[src/rtl/dtg_pkg.sv]
// Shared codes for the DMA channel trigger gate.
package dtg_pkg;
    typedef enum logic [1:0] {
        XK_FIRST  = 2'd0,
        XK_SINGLE = 2'd1,
        XK_LINK   = 2'd2
    } xfer_kind_t;

    localparam logic [1:0] POL_RISE = 2'b01;
    localparam logic [1:0] POL_FALL = 2'b10;

    localparam logic [1:0] MODE_LINK   = 2'b10;
    localparam logic [1:0] MODE_SINGLE = 2'b11;
endpackage

[src/rtl/dtg_sync.sv]
// Two-flop synchroniser for every trigger line.
// Assumes the lines are asynchronous levels that are wider than two clocks.
module dtg_sync #(
    parameter int N_TRIG = 32
) (
    input  logic              clk,
    input  logic              rst_n,
    input  logic [N_TRIG-1:0] async_in,
    output logic [N_TRIG-1:0] sync_out
);
    generate
        for (genvar i = 0; i < N_TRIG; i++) begin : g_line
            logic meta_q;
            logic stab_q;
            // Two-stage capture of one line.
            always_ff @(posedge clk) begin
                if (!rst_n) begin
                    meta_q <= 1'b0;
                    stab_q <= 1'b0;
                end else begin
                    meta_q <= async_in[i];
                    stab_q <= meta_q;
                end
            end
            assign sync_out[i] = stab_q;
        end
    endgenerate
endmodule

[src/rtl/dtg_edge.sv]
// Holds the trigger configuration, selects one synchronised line and finds
// edges on it. It reports a hit only after a clean cycle of monitoring.
// Assumes cfg_* are stable while cfg_load is high.
module dtg_edge
    import dtg_pkg::*;
#(
    parameter int N_TRIG = 32,
    parameter int SEL_W  = 5
) (
    input  logic              clk,
    input  logic              rst_n,
    input  logic [N_TRIG-1:0] line_s,
    input  logic              ch_en,
    input  logic              cfg_load,
    input  logic [SEL_W-1:0]  cfg_sel,
    input  logic [1:0]        cfg_pol,
    input  logic [1:0]        cfg_mode,
    output logic [1:0]        mode_q,
    output logic              active,
    output logic              cfg_change,
    output logic              hit
);
    logic [SEL_W-1:0] sel_q;
    logic [1:0]       pol_q;
    logic             prev_q;
    logic             armed_q;
    logic             cur;

    // Capture the configuration on the load strobe.
    always_ff @(posedge clk) begin
        if (!rst_n) begin
            sel_q  <= '0;
            pol_q  <= 2'b00;
            mode_q <= 2'b00;
        end else if (cfg_load) begin
            sel_q  <= cfg_sel;
            pol_q  <= cfg_pol;
            mode_q <= cfg_mode;
        end
    end

    assign cur        = line_s[sel_q];
    assign active     = ch_en && (pol_q == POL_RISE || pol_q == POL_FALL);
    assign cfg_change = cfg_load && (cfg_sel != sel_q || cfg_pol != pol_q);

    // Track the previous sample and arm after one clean monitoring cycle.
    always_ff @(posedge clk) begin
        if (!rst_n) begin
            prev_q  <= 1'b0;
            armed_q <= 1'b0;
        end else begin
            prev_q  <= cur;
            armed_q <= active && !cfg_change;
        end
    end

    // Detect the chosen edge.
    always_comb begin
        hit = 1'b0;
        if (armed_q && active && !cfg_change) begin
            if (pol_q == POL_RISE) hit = cur && !prev_q;
            else                   hit = !cur && prev_q;
        end
    end
endmodule

[src/rtl/dtg_need.sv]
// Decides if the requested step kind must wait for a hit in the current mode.
// Assumes the kind code is one of the three defined in dtg_pkg.
module dtg_need
    import dtg_pkg::*;
(
    input  logic       active,
    input  logic [1:0] mode,
    input  logic [1:0] kind,
    output logic       needs_hit
);
    // Map mode and kind onto a gating decision.
    always_comb begin
        needs_hit = 1'b0;
        if (active) begin
            case (mode)
                MODE_LINK:   needs_hit = (kind == XK_LINK);
                MODE_SINGLE: needs_hit = (kind == XK_FIRST) || (kind == XK_SINGLE);
                default:     needs_hit = (kind == XK_FIRST);
            endcase
        end
    end
endmodule

[src/rtl/dtg_ctrl.sv]
// Keeps the single hit reserve and the running-step marker, grants requests
// and raises the sticky overrun flag.
// Assumes xfer_done only follows a granted gated step.
module dtg_ctrl (
    input  logic clk,
    input  logic rst_n,
    input  logic ch_en,
    input  logic cfg_change,
    input  logic hit,
    input  logic req,
    input  logic needs_hit,
    input  logic done,
    input  logic ovr_clr,
    output logic grant,
    output logic pend_q,
    output logic ovr_q
);
    logic busy_q;
    logic consume;
    logic overrun;

    assign grant   = ch_en && req && (!needs_hit || pend_q);
    assign consume = grant && needs_hit;
    assign overrun = hit && pend_q && busy_q && !consume;

    // Hit reserve: filled by a hit, emptied by use, config change or disable.
    always_ff @(posedge clk) begin
        if (!rst_n || !ch_en || cfg_change) pend_q <= 1'b0;
        else if (hit && (!pend_q || consume)) pend_q <= 1'b1;
        else if (consume) pend_q <= 1'b0;
    end

    // Running triggered step marker.
    always_ff @(posedge clk) begin
        if (!rst_n || !ch_en) busy_q <= 1'b0;
        else if (consume) busy_q <= 1'b1;
        else if (done) busy_q <= 1'b0;
    end

    // Sticky overrun flag; a new overrun beats the clear.
    always_ff @(posedge clk) begin
        if (!rst_n) ovr_q <= 1'b0;
        else if (overrun) ovr_q <= 1'b1;
        else if (ovr_clr) ovr_q <= 1'b0;
    end

    // the flag only rises after a hit met a full reserve and a running step.
    a_r7_ovr_cause: assert property (@(posedge clk) disable iff (!rst_n)
        $rose(ovr_q) |-> $past(pend_q && busy_q && hit));

    // the flag holds without a clear.
    a_r8_sticky: assert property (@(posedge clk) disable iff (!rst_n)
        (ovr_q && !ovr_clr) |=> ovr_q);

    // disable empties reserve and running marker.
    a_r10_disable_drop: assert property (@(posedge clk) disable iff (!rst_n)
        !ch_en |=> (!pend_q && !busy_q));
endmodule

[src/rtl/dma_trig_gate.sv]
// DMA channel trigger gate: conditions engine steps on edges of a selected
// trigger line. Assumes one engine request at a time and that N_TRIG is a
// power of two.
module dma_trig_gate #(
    parameter int N_TRIG = 32,
    localparam int SEL_W = (N_TRIG > 1) ? $clog2(N_TRIG) : 1
) (
    input  logic              clk,
    input  logic              rst_n,
    input  logic [N_TRIG-1:0] trig_in,
    input  logic              ch_en,
    input  logic              cfg_load,
    input  logic [SEL_W-1:0]  cfg_sel,
    input  logic [1:0]        cfg_pol,
    input  logic [1:0]        cfg_mode,
    input  logic              ovr_ie,
    input  logic              ovr_clr,
    input  logic              xfer_req,
    input  logic [1:0]        xfer_kind,
    input  logic              xfer_done,
    output logic              xfer_grant,
    output logic              ovr_flag,
    output logic              ovr_irq
);
    logic [N_TRIG-1:0] line_s;
    logic [1:0]        mode_q;
    logic              active;
    logic              cfg_change;
    logic              hit;
    logic              needs_hit;
    logic              pend_q;

    dtg_sync #(.N_TRIG(N_TRIG)) u_sync (
        .clk(clk), .rst_n(rst_n), .async_in(trig_in), .sync_out(line_s)
    );

    dtg_edge #(.N_TRIG(N_TRIG), .SEL_W(SEL_W)) u_edge (
        .clk(clk), .rst_n(rst_n), .line_s(line_s), .ch_en(ch_en),
        .cfg_load(cfg_load), .cfg_sel(cfg_sel), .cfg_pol(cfg_pol),
        .cfg_mode(cfg_mode), .mode_q(mode_q), .active(active),
        .cfg_change(cfg_change), .hit(hit)
    );

    dtg_need u_need (
        .active(active), .mode(mode_q), .kind(xfer_kind), .needs_hit(needs_hit)
    );

    dtg_ctrl u_ctrl (
        .clk(clk), .rst_n(rst_n), .ch_en(ch_en), .cfg_change(cfg_change),
        .hit(hit), .req(xfer_req), .needs_hit(needs_hit), .done(xfer_done),
        .ovr_clr(ovr_clr), .grant(xfer_grant), .pend_q(pend_q), .ovr_q(ovr_flag)
    );

    assign ovr_irq = ovr_flag && ovr_ie;

    // with no active trigger, grants follow requests.
    a_r1_pass_through: assert property (@(posedge clk) disable iff (!rst_n)
        (ch_en && !active) |-> (xfer_grant == xfer_req));

    // a select or polarity change leaves the reserve empty.
    a_r9_change_clears: assert property (@(posedge clk) disable iff (!rst_n)
        cfg_change |=> !pend_q);
endmodule

[config.mk]
export PLATFORM = sky130hd
export DESIGN_NAME = dma_trig_gate
export DESIGN_NICKNAME = d
export VERILOG_FILES = /design/src/rtl/dtg_pkg.sv /design/src/rtl/dtg_sync.sv /design/src/rtl/dtg_edge.sv /design/src/rtl/dtg_need.sv /design/src/rtl/dtg_ctrl.sv /design/src/rtl/dma_trig_gate.sv
export SDC_FILE = /design/constraint.sdc
export NUM_CORES = 1
export LEC_CHECK = 0
export ABC_AREA = 0
export BUFFER_PORTS_ARGS = -buffer_cell sky130_fd_sc_hd__buf_2
export CORE_MARGIN = 1
export CORE_UTILIZATION = 51
export CTS_BUF_LIST = sky130_fd_sc_hd__clkbuf_4
export CTS_CLUSTER_DIAMETER = 30
export CTS_CLUSTER_SIZE = 24
export DETAILED_ROUTE_END_ITERATION = 10
export PLACE_DENSITY = 0.83
export SYNTH_ARGS = -nofsm -noshare
export SYNTH_HDL_FRONTEND = slang
export SYNTH_SLANG_ARGS = --single-unit
[constraint.sdc]
create_clock -name clk -period 1.7 [get_ports clk]
set_clock_uncertainty 0.1 [all_clocks]
set_input_delay 0.34 -clock clk [delete_from_list [all_inputs] [get_ports clk]]
set_output_delay 0.34 -clock clk [all_outputs]
set_load 0.02 [all_outputs]
==> results.py, run 1 <==
metrics = {
    "grt": {
        "grt_use_total_pct": 17.3,
        "overflow": 0,
        "grt_max_degree": 48,
        "globalRouteMet1Util_pct": 19.2,
        "first_global_vias": 1707,
        "met3_usage_pct": 5.62,
        "antenna_found_initial": 0,
        "grt_use_met2_pct": 29.1,
        "top_usage_layer": "met2",
        "grt_pass1_wl_mm": 6.96,
    },
    "setup_path": {
        "crit_type": "reg2out",
        "worstPathArrival_ns": 1.56,
        "end_kind": "output pin",
        "r2r.worst_path.cells": 8,
        "start_kind": "register",
        "cp_data_required_time_ns": 1.26,
        "path_max_fanout": 3,
    },
    "yosys": {
        "synthXorXnorAreaFrac_pct": 2.25,
        "synth_top_area_share_pct": 57.2,
        "synthCells": 247,
        "synth_top_family_by_area": "simple AND/OR/NAND/NOR gates",
        "yosysWarnings": 0,
        "yosys.area_share.adder_pct": 0.458,
        "synth_compound_area_share_pct": 4.17,
        "synth.distinct_cells": 31,
        "yosys.area_share.simple_pct": 23.6,
        "avgSynthCellArea_sq_um": 11.1,
        "synthesis.nets": 299,
        "synth-seq-cells": 78,
        "netlist_area_sq_um": 2730,
        "synth.area.top_cells": "dfxtp_1 (57%), and2_1 (15%), mux2i_1 (9.5%)",
        "yosysSeqAreaShare_pct": 57.2,
        "muxShareOfSynthArea_pct": 9.95,
        "synth_top_area_cell": "dfxtp_1",
    },
    "floorplan": {
        "die_height_um": 75.2,
        "initial_core_util_pct": 53.1,
        "die_width_um": 75.2,
        "row_count": 26,
        "core_sq_um": 5140,
        "die-area_sq_um": 5650,
        "io_pins": 54,
    },
    "final_layout": {
        "fillers": 425,
        "final_area_sq_um": 3450,
        "final_common_cell": "dfxtp_1",
        "area_delta_synth_final_pct": 26.3,
        "layout-drive-gt1-share_pct": 29.4,
        "final_cell_mix": "dfxtp_1 (74), and2_1 (66), buf_2 (52)",
        "nets": 373,
        "fin_util_pct": 67.1,
        "diodes": 0,
    },
    "detailed_routing": {
        "ant_nets": 0,
        "avgRoutedWirePerCell_um": 11.1,
        "first_pass_iters": 4,
        "drtIter0Drc": 66,
        "vias_per_cell": 4.61,
        "drc": 0,
        "vias": 1827,
        "routed_wl_mm": 4.40,
    },
    "sta": {
        "fin_crit_ns": 2.00,
        "whs_ns": 0.0291,
        "fin_ws_ns": -0.303,
        "hold_violations": 0,
        "worst_pin_slew_ns": 0.296,
        "rsz0062_at_grt": "true",
        "relSlewSlack_pct": 80.3,
        "timing.fmax_mhz": 499,
        "finalSetupViolations": 4,
        "final_max_slew_viol_count": 0,
        "timing.final.crit_share_pct": 118,
    },
    "power": {
        "finalPower_mw": 3.45,
        "vdd_drop_max_uv": 639,
        "power_leakage_nw": 1.50,
        "pwr_density_cell_nw_per_um2": 999,
    },
    "placed_design": {
        "dp_slack_ns": -0.131,
        "gp_congestion": 0.749,
        "port_buffers": 53,
        "place_area_sq_um": 3120,
        "dp_hpwl_mm": 2.95,
    },
    "run": {
        "cap_violations": 0,
    },
    "run_status": {
        "status": "finished with violations",
        "violations": "setup timing",
    },
    "cts": {
        "clk_pin_slew_ns": 0.11,
        "h-tree-depth": 3,
        "clockRootBuffer": "clkbuf_4",
        "clockBufferDepth": 2,
        "cts_made_buffers": 9,
        "clkLatencyLatePin_ns": 0.41,
        "cts_sinks": 78,
        "cts_tree": "yes",
    },
    "hold_path": {
        "hold_path_class": "in2reg",
        "whs_path_depth": 2,
    },
}
-- cells in the mapped netlist --
cell and instances:
dfxtp_1 78, xnor2_1 4, a211oi_1 1, nand3_1 4
nand2_1 10, buf_8 1, inv_1 1, xor2_1 3
nor3b_1 1, o41ai_2 1, mux2i_1 26, nand2b_1 2
buf_6 1, clkbuf_1 9, nand4b_1 1, and3_1 1
nor2_1 2, nor2b_1 13, nand3b_1 1, mux2_2 1
o311a_1 1, a311oi_2 1, o21ai_1 3, nand4_1 1
and2_1 66, ha_1 1, and4b_1 1, and2b_1 3
a22oi_1 4, a21oi_1 4, nor3_1 1
-- worst max-delay path, cell delays in order (launching register included) --
cell and delay, ns:
dfxtp_2 0.37, nor2_2 0.05, mux2_4 0.26, a21oi_2 0.15, o311a_1 0.20, buf_6 0.13
-- registers in the layout (all words and copies together), names as in the netlist --
| register | flops |
|---|---|
| u_ctrl.busy_q | 1 |
| u_ctrl.ovr_q | 1 |
| u_ctrl.pend_q | 1 |
| u_edge.armed_q | 1 |
| u_edge.mode_q | 2 |
| u_edge.pol_q | 2 |
| u_edge.prev_q | 1 |
| u_edge.sel_q | 5 |
| u_sync.g_line.meta_q | 32 |
| u_sync.g_line.stab_q | 32 |
-- report_power, final --
part           internal [mW]  switching [mW]
clock                  0.597           0.563
sequential              1.91          0.0343
combinational          0.200           0.138
total                   2.71           0.735
-- kinds of logic after synthesis --
kind of cell	count (synthesis)
and+or+nand+nor	107
DFF	78
muxes	27
AOI/OAI and AO/OA	15
buffers and inverters	12
xor gates and xnor gates	7
adders and majority gates	1
-- layer usage --
| layer | vias up | routed length (um) | share of wire, % |
|---|---|---|---|
| met3 | 9 | 250 | 5.7 |
| met5 | - | 0 | 0 |
| met2 | 54 | 2110 | 48 |
| met4 | 0 | 106 | 2.4 |
| li1 | 957 | - | - |
| met1 | 807 | 1940 | 44 |
-- layout make-up --
| class | count | area [sq um] | area share, % |
|---|---|---|---|
| Clock buffer | 10 | 75.1 | 2.18 |
| Clock inverter | 6 | 76.3 | 2.21 |
| Inverter | 1 | 3.75 | 0.109 |
| Multi-Input combinational cell | 157 | 1160 | 33.7 |
| Sequential cell | 78 | 1570 | 45.5 |
| Tap cell | 70 | 87.6 | 2.54 |
| Timing Repair Buffer | 74 | 474 | 13.8 |
-- through the flow --
| step | instances | TNS (ns) |
|---|---|---|
| 2_1_floorplan | 247 | -0.0278 |
| 3_3_place_gp | 370 | -0.165 |
| 3_5_place_dp | 370 | -0.294 |
| 4_1_cts | 397 | -0.721 |
| 5_1_grt | 396 | -0.987 |
| 6_report | 396 | -0.653 |
-- path summary, 6_finish.rpt --
path	start	to	slack, ns
worst max-delay path	u_edge.mode_q[0]	xfer_grant	-0.30
worst min-delay path	trig_in[15]	u_sync.g_line[15].meta_q	0.03
worst max register to register	u_edge.sel_q[1]	u_ctrl.ovr_q	-0.17
worst min register to register	u_sync.g_line[29].meta_q	u_sync.g_line[29].stab_q	0.34
-- timing repair --
action | in CTS | in global routing
gates resized for setup | 12 | 5
hold buffers | 4 | 1
endpoints found under the hold margin | 4 | 1
endpoints found under the setup margin | 4 | 6
cloned | 1 | 0
pin swaps | 4 | 4
setup buffers | 6 | 1
Power figures use the tool's default switching activity.
==> run 2: changes to the inputs <==
- CORE_UTILIZATION: 51 -> 56
- PLACE_DENSITY: 0.83 -> 0.86
- clock period: 1.7 -> 2.1 ns (I/O delays scaled with it)
==> run 2 against run 1 <==
Compared with the run above:
- count of clock-buffer cells in the layout is 1 higher
- the run now ends clean
- critical path type unchanged
- clock power is 28% lower
- wire length shrank 9.8%
- highest routed layer unchanged
==> results.py, run 2 (synthesis gave the netlist of run 1 again) <==
metrics = {
    "grt": {
        "first_global_vias": 1553,
        "antenna_found_initial": 0,
        "overflow": 0,
        "grt_use_total_pct": 16.9,
        "grt_pass1_wl_mm": 6.50,
        "grt_max_degree": 46,
    },
    "floorplan": {
        "die_height_um": 71.8,
        "core_sq_um": 4690,
        "die-area_sq_um": 5160,
        "io_pins": 54,
        "initial_core_util_pct": 58.2,
        "row_count": 25,
        "die_width_um": 71.8,
    },
    "setup_path": {
        "r2r.worst_path.cells": 8,
        "cp_data_required_time_ns": 1.58,
        "r2r_slack_ns": 0.15,
        "start_kind": "register",
        "endpoint": "xfer_grant",
        "end_kind": "output pin",
        "r2r-end": "u_ctrl.ovr_q",
        "r2r_start": "u_edge.sel_q[1]",
        "crit_type": "reg2out",
        "worstPathArrival_ns": 1.54,
        "startpoint": "u_edge.mode_q[0]",
        "path_max_fanout": 3,
    },
    "detailed_routing": {
        "drtIter0Drc": 67,
        "ant_nets": 0,
        "drc": 0,
        "vias_per_cell": 4.74,
        "routed_wl_mm": 3.97,
        "vias": 1721,
        "avgRoutedWirePerCell_um": 10.9,
        "first_pass_iters": 4,
    },
    "hold_path": {
        "hp-start": "trig_in[3]",
        "hold_path_class": "in2reg",
    },
    "cts": {
        "cts_tree": "yes",
        "cts_sinks": 78,
        "clockRootBuffer": "clkbuf_4",
        "cts_made_buffers": 9,
        "clockBufferDepth": 2,
        "h-tree-depth": 3,
        "clkLatencyLatePin_ns": 0.40,
        "clk_pin_slew_ns": 0.11,
    },
    "placed_design": {
        "gp_congestion": 0.794,
        "port_buffers": 53,
        "dp_hpwl_mm": 2.82,
        "dp_slack_ns": 0.166,
    },
    "power": {
        "pwr_density_cell_nw_per_um2": 821,
        "vdd_drop_max_uv": 634,
        "power_leakage_nw": 1.39,
    },
    "sta": {
        "hold_violations": 0,
        "fin_crit_ns": 2.06,
        "finalSetupViolations": 0,
        "worst_pin_slew_ns": 0.466,
        "fin_ws_ns": 0.0377,
        "relSlewSlack_pct": 68.9,
        "final_max_slew_viol_count": 0,
        "timing.fmax_mhz": 485,
        "rsz0062_at_grt": "true",
        "setup_tns_ns": 0,
        "timing.final.crit_share_pct": 98.2,
    },
    "final_layout": {
        "area_delta_synth_final_pct": 18.0,
        "nets": 356,
        "layout-drive-gt1-share_pct": 25.9,
        "diodes": 0,
        "top_regs": "u_sync.g_line.meta_q (32), u_sync.g_line.stab_q (32), u_edge.sel_q (5)",
        "final_cell_mix": "dfxtp_1 (75), and2_1 (66), buf_2 (52)",
        "final_common_cell": "dfxtp_1",
    },
    "run": {
        "cap_violations": 0,
    },
    "run_status": {
        "status": "finished clean",
    },
}
## run 2: per-stage QoR
step | total power, mW | instances | instance area (sq um) | hold WS [ns] | util (%)
floorplan | 1.75 | 247 | 2730 | 0.312 | -
global placement | 1.82 | 346 | 3040 | 0.319 | 64.7
detailed placement | 1.83 | 346 | 3040 | 0.318 | 64.7
CTS | 2.66 | 363 | 3200 | 0.0906 | 68.2
global route | 2.78 | 363 | 3220 | 0.0836 | 68.6
finish | 2.64 | 363 | 3220 | 0.114 | 68.6
## run 2: layer usage
layer | track usage, % | share of wire (%)
met1 | 19.7 | 47
met2 | 27.0 | 47
met3 | 5.91 | 4.7
met4 | 9.80 | 1.7
met5 | 0 | 0
## run 2: area by class of cell
type / instances / area (sq um)
clock buffers: 11 / 82.6
fillers: 379 / 1470
multi-input cells: 157 / 1140
inverters: 1 / 3.75
clock inverters: 5 / 50.0
well taps: 54 / 67.6
repair buffers: 57 / 314
flip-flops and latches: 78 / 1570
## run 2: worst max-delay path, stage by stage, from the launching register on
cell and delay [ns]:
dfxtp_2 0.34, nor2_1 0.08, mux2_4 0.16, a21oi_4 0.05
o311a_1 0.36, buf_6 0.14
## run 2: timing repair
item                                    in CTS  in global routing
setup buffers                                1                  0
pin swaps                                    0                  4
hold buffers                                 0                  0
endpoints found under the setup margin       1                  1
cloned                                       0                  0
resized for setup                            6                  4
## run 2: worst min-delay path by stage
stage	endpoint	cells after the start	slack (ns)
4_1_cts	u_sync.g_line[24].meta_q	2	0.09
3_5_place_dp	u_sync.g_line[26].stab_q	1	0.32
3_3_place_gp	u_sync.g_line[27].stab_q	1	0.32
6_report	u_sync.g_line[3].meta_q	2	0.11
5_1_grt	u_sync.g_line[6].meta_q	2	0.08
2_1_floorplan	u_sync.g_line[0].stab_q	1	0.31
## run 2: report_power, final
group | leakage (nW) | switching (mW) | internal [mW] | total, mW
Combinational | 0.673 | 0.0989 | 0.132 | 0.231
Clock | 0.0719 | 0.456 | 0.381 | 0.837
Sequential | 0.645 | 0.0264 | 1.55 | 1.58
